<file path="config.mk">
export PLATFORM = sky130hd
export DESIGN_NAME = gpio_rmw_port
export DESIGN_NICKNAME = d
export VERILOG_FILES = /design/src/rtl/gpio_port_pkg.sv /design/src/rtl/gpio_phase_gen.sv /design/src/rtl/gpio_in_sync.sv /design/src/rtl/gpio_cmd_exec.sv /design/src/rtl/gpio_port_regs.sv /design/src/rtl/gpio_rmw_port.sv
export SDC_FILE = /design/constraint.sdc
export NUM_CORES = 1
export LEC_CHECK = 0
export CORE_ASPECT_RATIO = 1.2
export CORE_MARGIN = 2
export CORE_UTILIZATION = 56
export CTS_CLUSTER_SIZE = 14
export DETAILED_ROUTE_END_ITERATION = 10
export PLACE_DENSITY = 0.95
export SETUP_SLACK_MARGIN = 0.05
export SLEW_MARGIN = 20
export SYNTH_ARGS = -nofsm -noshare
export SYNTH_HDL_FRONTEND = slang
export SYNTH_SLANG_ARGS = --single-unit
</file>
<file path="constraint.sdc">
create_clock -name clk_i -period 2.43 [get_ports clk_i]
set_input_delay 0.243 -clock clk_i [delete_from_list [all_inputs] [get_ports clk_i]]
set_output_delay 0.243 -clock clk_i [all_outputs]
set_load 0.02 [all_outputs]
</file>
<file path="src/rtl/gpio_port_pkg.sv">
package gpio_port_pkg;
  typedef enum logic [1:0] {
    SEL_PIN  = 2'd0,
    SEL_LAT  = 2'd1,
    SEL_DIR  = 2'd2,
    SEL_NONE = 2'd3
  } gp_sel_e;

  typedef enum logic [1:0] {
    OP_RD  = 2'd0,
    OP_WR  = 2'd1,
    OP_SET = 2'd2,
    OP_CLR = 2'd3
  } gp_op_e;
endpackage

</file>
<file path="src/rtl/gpio_phase_gen.sv">
module gpio_phase_gen #(
  parameter int PHASES = 4,
  localparam int PH_W = $clog2(PHASES)
) (
  input  logic            clk_i,
  input  logic            rst_ni,
  output logic [PH_W-1:0] ph_o,
  output logic            start_o
);
  logic [PH_W-1:0] ph_q;

  always_ff @(posedge clk_i or negedge rst_ni) begin
    if (!rst_ni) ph_q <= '0;
    else if (ph_q == PH_W'(PHASES - 1)) ph_q <= '0;
    else ph_q <= ph_q + PH_W'(1);
  end

  assign ph_o    = ph_q;
  assign start_o = (ph_q == '0);

  p_phase_wrap_r8: assert property (@(posedge clk_i) disable iff (!rst_ni)
    (ph_q == PH_W'(PHASES - 1)) |=> (ph_q == '0));
endmodule

</file>
<file path="src/rtl/gpio_in_sync.sv">
module gpio_in_sync #(
  parameter int W      = 8,
  parameter int STAGES = 2
) (
  input  logic         clk_i,
  input  logic         rst_ni,
  input  logic [W-1:0] pad_i,
  output logic [W-1:0] sync_o
);
  logic [W-1:0] stg_q [STAGES];

  for (genvar s = 0; s < STAGES; s++) begin : g_stage
    if (s == 0) begin : g_first
      always_ff @(posedge clk_i or negedge rst_ni) begin
        if (!rst_ni) stg_q[s] <= '0;
        else stg_q[s] <= pad_i;
      end
    end else begin : g_next
      always_ff @(posedge clk_i or negedge rst_ni) begin
        if (!rst_ni) stg_q[s] <= '0;
        else stg_q[s] <= stg_q[s-1];
      end
    end
  end

  assign sync_o = stg_q[STAGES-1];

  if (STAGES == 2) begin : g_chk
    logic [1:0] warm_q;
    always_ff @(posedge clk_i or negedge rst_ni) begin
      if (!rst_ni) warm_q <= '0;
      else if (warm_q != 2'd3) warm_q <= warm_q + 2'd1;
    end
    p_sync_delay_r9: assert property (@(posedge clk_i) disable iff (!rst_ni)
      (warm_q == 2'd3) |-> (sync_o == $past(pad_i, 2)));
  end
endmodule

</file>
<file path="src/rtl/gpio_cmd_exec.sv">
module gpio_cmd_exec
  import gpio_port_pkg::*;
#(
  parameter int W     = 8,
  parameter int PH_W  = 2,
  parameter int IDX_W = 3
) (
  input  logic             clk_i,
  input  logic             rst_ni,
  input  logic [PH_W-1:0]  ph_i,
  input  logic             req_i,
  input  gp_sel_e          sel_i,
  input  gp_op_e           op_i,
  input  logic [IDX_W-1:0] idx_i,
  input  logic [W-1:0]     wdata_i,
  input  logic [W-1:0]     pin_i,
  input  logic [W-1:0]     lat_i,
  input  logic [W-1:0]     dir_i,
  output logic             lat_we_o,
  output logic             dir_we_o,
  output logic [W-1:0]     nxt_o,
  output logic [W-1:0]     rdata_o,
  output logic             rvalid_o
);
  localparam logic [PH_W-1:0] PH_ACC = PH_W'(0);
  localparam logic [PH_W-1:0] PH_SMP = PH_W'(1);
  localparam logic [PH_W-1:0] PH_WR  = PH_W'(2);
  localparam logic [PH_W-1:0] PH_END = PH_W'(3);

  logic             cmd_vld_q;
  gp_sel_e          sel_q;
  gp_op_e           op_q;
  logic [IDX_W-1:0] idx_q;
  logic [W-1:0]     wd_q;
  logic [W-1:0]     base_q;
  logic [W-1:0]     rdata_q;
  logic             rvalid_q;
  logic [W-1:0]     src;
  logic [W-1:0]     mask;
  logic             wr_slot;

  // command capture at the accept phase only
  always_ff @(posedge clk_i or negedge rst_ni) begin
    if (!rst_ni) begin
      cmd_vld_q <= 1'b0;
      sel_q     <= SEL_NONE;
      op_q      <= OP_RD;
      idx_q     <= '0;
      wd_q      <= '0;
    end else if (ph_i == PH_ACC) begin
      cmd_vld_q <= req_i;
      sel_q     <= sel_i;
      op_q      <= op_i;
      idx_q     <= idx_i;
      wd_q      <= wdata_i;
    end
  end

  always_comb begin
    unique case (sel_q)
      SEL_PIN: src = pin_i;
      SEL_LAT: src = lat_i;
      SEL_DIR: src = dir_i;
      default: src = '0;
    endcase
  end

  // sample phase: capture source byte and read data
  always_ff @(posedge clk_i or negedge rst_ni) begin
    if (!rst_ni) begin
      base_q   <= '0;
      rdata_q  <= '0;
      rvalid_q <= 1'b0;
    end else begin
      rvalid_q <= 1'b0;
      if (ph_i == PH_SMP && cmd_vld_q) begin
        base_q <= src;
        if (op_q == OP_RD) begin
          rdata_q  <= src;
          rvalid_q <= 1'b1;
        end
      end
    end
  end

  assign mask = W'(1) << idx_q;

  always_comb begin
    unique case (op_q)
      OP_WR:   nxt_o = wd_q;
      OP_SET:  nxt_o = base_q | mask;
      OP_CLR:  nxt_o = base_q & ~mask;
      default: nxt_o = base_q;
    endcase
  end

  assign wr_slot  = cmd_vld_q && (ph_i == PH_WR) && (op_q != OP_RD);
  assign lat_we_o = wr_slot && (sel_q == SEL_PIN || sel_q == SEL_LAT);
  assign dir_we_o = wr_slot && (sel_q == SEL_DIR);
  assign rdata_o  = rdata_q;
  assign rvalid_o = rvalid_q;

  p_accept_phase_r8: assert property (@(posedge clk_i) disable iff (!rst_ni)
    $rose(cmd_vld_q) |-> (ph_i == PH_SMP));

  p_latch_bitop_single_r6: assert property (@(posedge clk_i) disable iff (!rst_ni)
    (lat_we_o && sel_q == SEL_LAT && op_q != OP_WR) |-> ($countones(nxt_o ^ lat_i) <= 1));

  p_dir_bitop_single_r6: assert property (@(posedge clk_i) disable iff (!rst_ni)
    (dir_we_o && op_q != OP_WR) |-> ($countones(nxt_o ^ dir_i) <= 1));

  p_read_keeps_state_r4: assert property (@(posedge clk_i) disable iff (!rst_ni)
    (ph_i == PH_END && cmd_vld_q && op_q == OP_RD) |-> ($stable(lat_i) && $stable(dir_i)));

  p_unused_addr_inert_r11: assert property (@(posedge clk_i) disable iff (!rst_ni)
    (ph_i == PH_END && cmd_vld_q && sel_q == SEL_NONE) |-> ($stable(lat_i) && $stable(dir_i)));
endmodule

</file>
<file path="src/rtl/gpio_port_regs.sv">
module gpio_port_regs #(
  parameter int W = 8
) (
  input  logic         clk_i,
  input  logic         rst_ni,
  input  logic         lat_we_i,
  input  logic         dir_we_i,
  input  logic [W-1:0] nxt_i,
  output logic [W-1:0] lat_o,
  output logic [W-1:0] dir_o
);
  logic [W-1:0] lat_q;
  logic [W-1:0] dir_q;

  always_ff @(posedge clk_i or negedge rst_ni) begin
    if (!rst_ni) lat_q <= '0;
    else if (lat_we_i) lat_q <= nxt_i;
  end

  // direction 1 = input; all pins start as inputs
  always_ff @(posedge clk_i or negedge rst_ni) begin
    if (!rst_ni) dir_q <= '1;
    else if (dir_we_i) dir_q <= nxt_i;
  end

  assign lat_o = lat_q;
  assign dir_o = dir_q;

  p_dir_wr_keeps_latch_r3: assert property (@(posedge clk_i) disable iff (!rst_ni)
    (dir_we_i && !lat_we_i) |=> $stable(lat_q));

  p_one_target_r7: assert property (@(posedge clk_i) disable iff (!rst_ni)
    !(lat_we_i && dir_we_i));
endmodule

</file>
<file path="src/rtl/gpio_rmw_port.sv">
module gpio_rmw_port
  import gpio_port_pkg::*;
#(
  parameter int W       = 8,
  parameter int PHASES  = 4,
  parameter int SYNC_FF = 2,
  localparam int IDX_W  = $clog2(W),
  localparam int PH_W   = $clog2(PHASES)
) (
  input  logic             clk_i,
  input  logic             rst_ni,
  input  logic             req_i,
  input  logic [1:0]       addr_i,
  input  logic [1:0]       op_i,
  input  logic [IDX_W-1:0] bit_i,
  input  logic [W-1:0]     wdata_i,
  output logic [W-1:0]     rdata_o,
  output logic             rvalid_o,
  output logic             cycle_start_o,
  input  logic [W-1:0]     pad_in_i,
  output logic [W-1:0]     pad_out_o,
  output logic [W-1:0]     pad_oe_o
);
  logic [PH_W-1:0] ph;
  logic [W-1:0]    pin_sync;
  logic [W-1:0]    lat;
  logic [W-1:0]    dir;
  logic [W-1:0]    nxt;
  logic            lat_we;
  logic            dir_we;

  gpio_phase_gen #(.PHASES(PHASES)) i_phase (
    .clk_i   (clk_i),
    .rst_ni  (rst_ni),
    .ph_o    (ph),
    .start_o (cycle_start_o)
  );

  gpio_in_sync #(.W(W), .STAGES(SYNC_FF)) i_sync (
    .clk_i  (clk_i),
    .rst_ni (rst_ni),
    .pad_i  (pad_in_i),
    .sync_o (pin_sync)
  );

  gpio_cmd_exec #(.W(W), .PH_W(PH_W), .IDX_W(IDX_W)) i_exec (
    .clk_i    (clk_i),
    .rst_ni   (rst_ni),
    .ph_i     (ph),
    .req_i    (req_i),
    .sel_i    (gp_sel_e'(addr_i)),
    .op_i     (gp_op_e'(op_i)),
    .idx_i    (bit_i),
    .wdata_i  (wdata_i),
    .pin_i    (pin_sync),
    .lat_i    (lat),
    .dir_i    (dir),
    .lat_we_o (lat_we),
    .dir_we_o (dir_we),
    .nxt_o    (nxt),
    .rdata_o  (rdata_o),
    .rvalid_o (rvalid_o)
  );

  gpio_port_regs #(.W(W)) i_regs (
    .clk_i    (clk_i),
    .rst_ni   (rst_ni),
    .lat_we_i (lat_we),
    .dir_we_i (dir_we),
    .nxt_i    (nxt),
    .lat_o    (lat),
    .dir_o    (dir)
  );

  assign pad_out_o = lat;
  assign pad_oe_o  = ~dir;

  p_state_moves_in_write_phase_r8: assert property (@(posedge clk_i) disable iff (!rst_ni)
    (!$stable(lat) || !$stable(dir)) |-> (ph == PH_W'(3)));

  p_rvalid_phase_r8: assert property (@(posedge clk_i) disable iff (!rst_ni)
    rvalid_o |-> (ph == PH_W'(2)));
endmodule

</file>
==> impl_summary.log <==
[metrics] outcome: complete, no violations
[metrics] power density of the placed cells: ~800 mW/mm²
[metrics] remaining antenna violation count after routing: 0
[metrics] timing-limited maximum frequency: 500.9 MHz
[metrics] total placed cells including tap cells: approximately 340
[metrics] vertical extent of the die: ~83 µm
[metrics] worst flop-to-flop path startpoint: i_phase.ph_o[0]$_DFF_PN0_
[metrics] met1 routed wirelength after detailed routing: 2530 µm
[metrics] clk buf depth: 2
[metrics] ratio of routed vias to standard cells: around 5.9
[metrics] CP Buf/Inv Count: 1
[metrics] Pre-antenna DRT Iters: 4
[metrics] fin util: approximately three quarters
[metrics] Worst Setup End Kind: register
[metrics] worst-skew pair later-pin latency: roughly 0.35 ns
[metrics] category of the worst setup path launch point: register
[metrics] clk root buf: sky130_fd_sc_hd__clkbuf_8
[metrics] Mean Syn Cell Area: approximately 12 µm²
[metrics] number of buffers added by the clock tree synthesis step: 9
[metrics] setup repair after global routing missed its margin: no
[metrics] number of max-cap violations: 0
[metrics] Slowest-stage cell, CP: sky130_fd_sc_hd__or2_0
[metrics] fin crit period: between 1.5 and 2 ns
[metrics] I/O pin cnt: between 50 and 60
[metrics] required time worst endpoint: 2.65 ns
[metrics] Seq cells post-synth: 67
[metrics] aggregate routed wire length: between 6000 and 7000 µm
[metrics] die extent in x: ~70 µm
[metrics] final number of hold-violating endpoints: 0
[metrics] number of sinks handled by clock tree synthesis: between 60 and 70
[metrics] drt wl/cell: 18.29 µm
[metrics] EDFF count, synth: 0
[metrics] total die area: roughly 0.006 mm²
[metrics] cell area after synthesis: about 0.003 mm²
[metrics] maximum number of pins on one net before global-route repair: 68
[metrics] number of input and output port buffers inserted: 51
[metrics] starting utilization of the core area: approximately three fifths
[metrics] final setup vio count: 0
[metrics] H-Tree Level Count: 3
[metrics] final total negative setup slack: 0 ns
[metrics] fraction of layout instances using a drive strength above 1: 18.39%
[metrics] cell depth of the worst setup path: 5
[metrics] Total Nets Final: around 320
[metrics] number of global-route vias before repair: about 2.1k
[metrics] proportion of synthesized chip area in sequential cells: around 57%
[metrics] normalized max-slew margin: 58.22%
[metrics] via count: 2128
[metrics] maximum net fanout on the critical path: 18
[metrics] antenna violations before repair: 0
[metrics] global placer's final weighted congestion: a little under 0.9
[metrics] total congestion overflow after global routing: 0
[metrics] hold_ws: 0.3243 ns
[metrics] worst endpoint data arrival time: 2.21 ns
[metrics] Fillers: between 300 and 400
[metrics] summed area of non-filler cells in the final layout: about 0.0037 mm²
[metrics] Worst Reg2Reg Path Length in Cells: 5
[metrics] skew final: around 0.0077 ns
[metrics] total met2 wirelength after detailed routing: 3506 µm
[metrics] cell-by-cell listing of the critical path: inv_1, ha_1, o211ai_2, or2_0, o31ai_1
[metrics] Starting DRT DRC Count: roughly 190
[metrics] clock tree from TritonCTS: built
[metrics] Worst-path clk slew: roughly 0.08 ns
[metrics] post-route fraction of the period consumed by the critical path: 82.16%
[metrics] Post-route DRC: 0
[metrics] Worst Hold Launch: pad_in_i[6]
[metrics] total global-route track usage: 23.78%
[metrics] number of antenna repair diodes: 0
[metrics] worst slack at placement: around 0.54 ns
[metrics] amount of wire on met3 after detailed routing: approximately 250 µm
[metrics] area growth from synthesis to final layout: 25.38%
[metrics] leading area contributor after synthesis: sky130_fd_sc_hd__dfrtp_1
[metrics] kind of path behind the tightest hold check: input pin to register
[metrics] ranking of synthesized cells by instance count: 57 x sky130_fd_sc_hd__dfrtp_1, 16 x sky130_fd_sc_hd__a21oi_1, 16 x sky130_fd_sc_hd__mux2_2, 16 x sky130_fd_sc_hd__nor2_1, 16 x sky130_fd_sc_hd__o21ai_0
[metrics] top cell family by delay on the critical path: compound AO/OA/AOI/OAI gates
[metrics] row count: 28
[metrics] final number of max-transition violations: 0
[metrics] fraction of synthesized cell area taken by the top area cell type: roughly half
[metrics] post-layout total power: around 3.0 mW
[metrics] hpwl dp: 4500 µm
[metrics] instance area after placement: 0.003461 mm²
[metrics] Layout Cells excl Fill: 359
[metrics] library cells used by synthesis: 31
[metrics] cell with the most instances after synthesis: sky130_fd_sc_hd__dfrtp_1
[metrics] peak supply drop: 0.0006492 V
[metrics] wire length of the first global-routing pass: around 11000 µm
[metrics] largest stage delay on the critical path: 0.48 ns
[metrics] synth warn: 0
[metrics] least setup slack across all paths after layout: 0.4335 ns
[metrics] Syn Inst Count: roughly 250
[metrics] Worst-Margin Slew: 0.6248 ns
[metrics] synth top area cells: sky130_fd_sc_hd__dfrtp_1 48%, sky130_fd_sc_hd__dfstp_2 8.9%, sky130_fd_sc_hd__mux2_2 6.1%
[metrics] leakage power: approximately 1.5 nW
[metrics] highest metal layer with signal wires: met4
[metrics] worst hold path depth: 1
[metrics] Core Region: between 0.005 and 0.006 mm²
[metrics] Async SR Flop Fraction: 100.0%
[metrics] worst setup path startpoint: i_phase.ph_o[0]$_DFF_PN0_
[metrics] most frequently used flop master after synthesis: sky130_fd_sc_hd__dfrtp_1
[metrics] net count of the mapped netlist: approximately 280
[metrics] kind of critical path: register to register
## state kept, by name, indices dropped and copies added (netlist names), 3 cells and up
signal	cells
i_exec.base_q	8
i_exec.rdata_o	8
i_regs.dir_o	8
i_sync.sync_o	8
i_exec.idx_q	3
i_exec.wd_q	8
i_regs.lat_o	8
i_sync.stg_q	8
## where the power goes
group | internal [mW] | switching (mW)
Clock | 0.584 | 0.456
Combinational | 0.284 | 0.291
Sequential | 1.26 | 0.102
## repair_timing
item                                    CTS  global route
endpoints found under the setup margin    0             0
endpoints found under the hold margin    57             0
resized for setup                         0             0
buffers inserted                          0             0
hold buffers                              1             0
## metal layers
| layer | vias up | GRT usage [%] |
|---|---|---|
| met5 | - | 0 |
| met4 | 0 | 13.46 |
| met3 | 27 | 4.227 |
| met2 | 72 | 40.22 |
| met1 | 1059 | 28.23 |
| li1 | 970 | - |
## cell type report
| class | instances | area, µm² | share of cell area [%] |
|---|---|---|---|
| multi-input cells | 149 | 1104 | 29.86 |
| well taps | 60 | 75.07 | 2.031 |
| clock buffers | 9 | 123.9 | 3.351 |
| inverters | 10 | 37.54 | 1.016 |
| repair buffers | 57 | 565.5 | 15.30 |
| flip-flops and latches | 67 | 1689 | 45.70 |
| clock inverters | 7 | 101.3 | 2.742 |
## cells by family (layout without fill, tap and decap cells)
| group | Yosys count | after routing | share of synthesized area, % |
|---|---|---|---|
| and+or+nand+nor | 47 | 47 | 8.956 |
| AOI/OAI and AO/OA | 67 | 67 | 15.37 |
| muxes | 31 | 31 | 11.21 |
| adders and majority gates | 4 | 4 | 1.698 |
| DFF | 67 | 67 | 57.30 |
| buffers and inverters | 30 | 83 | 5.475 |
## final timing paths
kind | endpoint | slack [ns]
min in group asynchronous | i_regs.lat_o[6]$_DFFE_PN0P_ | 0.44
max in group asynchronous | i_exec.sel_q[1]$_DFFE_PN1P_ | 1.68
worst min register to register | i_sync.sync_o[2]$_DFF_PN0_ | 0.35
worst max register to register | i_regs.lat_o[2]$_DFFE_PN0P_ | 0.43
worst max-delay path | i_regs.lat_o[2]$_DFFE_PN0P_ | 0.43
worst min-delay path | i_sync.stg_q[14]$_DFF_PN0_ | 0.32
## placed cells by master, fill, tap and decap left out, types with 9 or more instances in the layout
cell type,n
sky130_fd_sc_hd__inv_1,10
sky130_fd_sc_hd__a21oi_1,16
sky130_fd_sc_hd__mux2_2,16
sky130_fd_sc_hd__o31ai_1,15
sky130_fd_sc_hd__dfstp_2,10
sky130_fd_sc_hd__dfrtp_1,57
sky130_fd_sc_hd__o21ai_0,16
sky130_fd_sc_hd__mux2i_1,15
sky130_fd_sc_hd__nor2b_1,9
sky130_fd_sc_hd__nor2_1,16
sky130_fd_sc_hd__clkdlybuf4s50_1,50
sky130_fd_sc_hd__clkbuf_8,9
(Power assumes the default switching activity.)
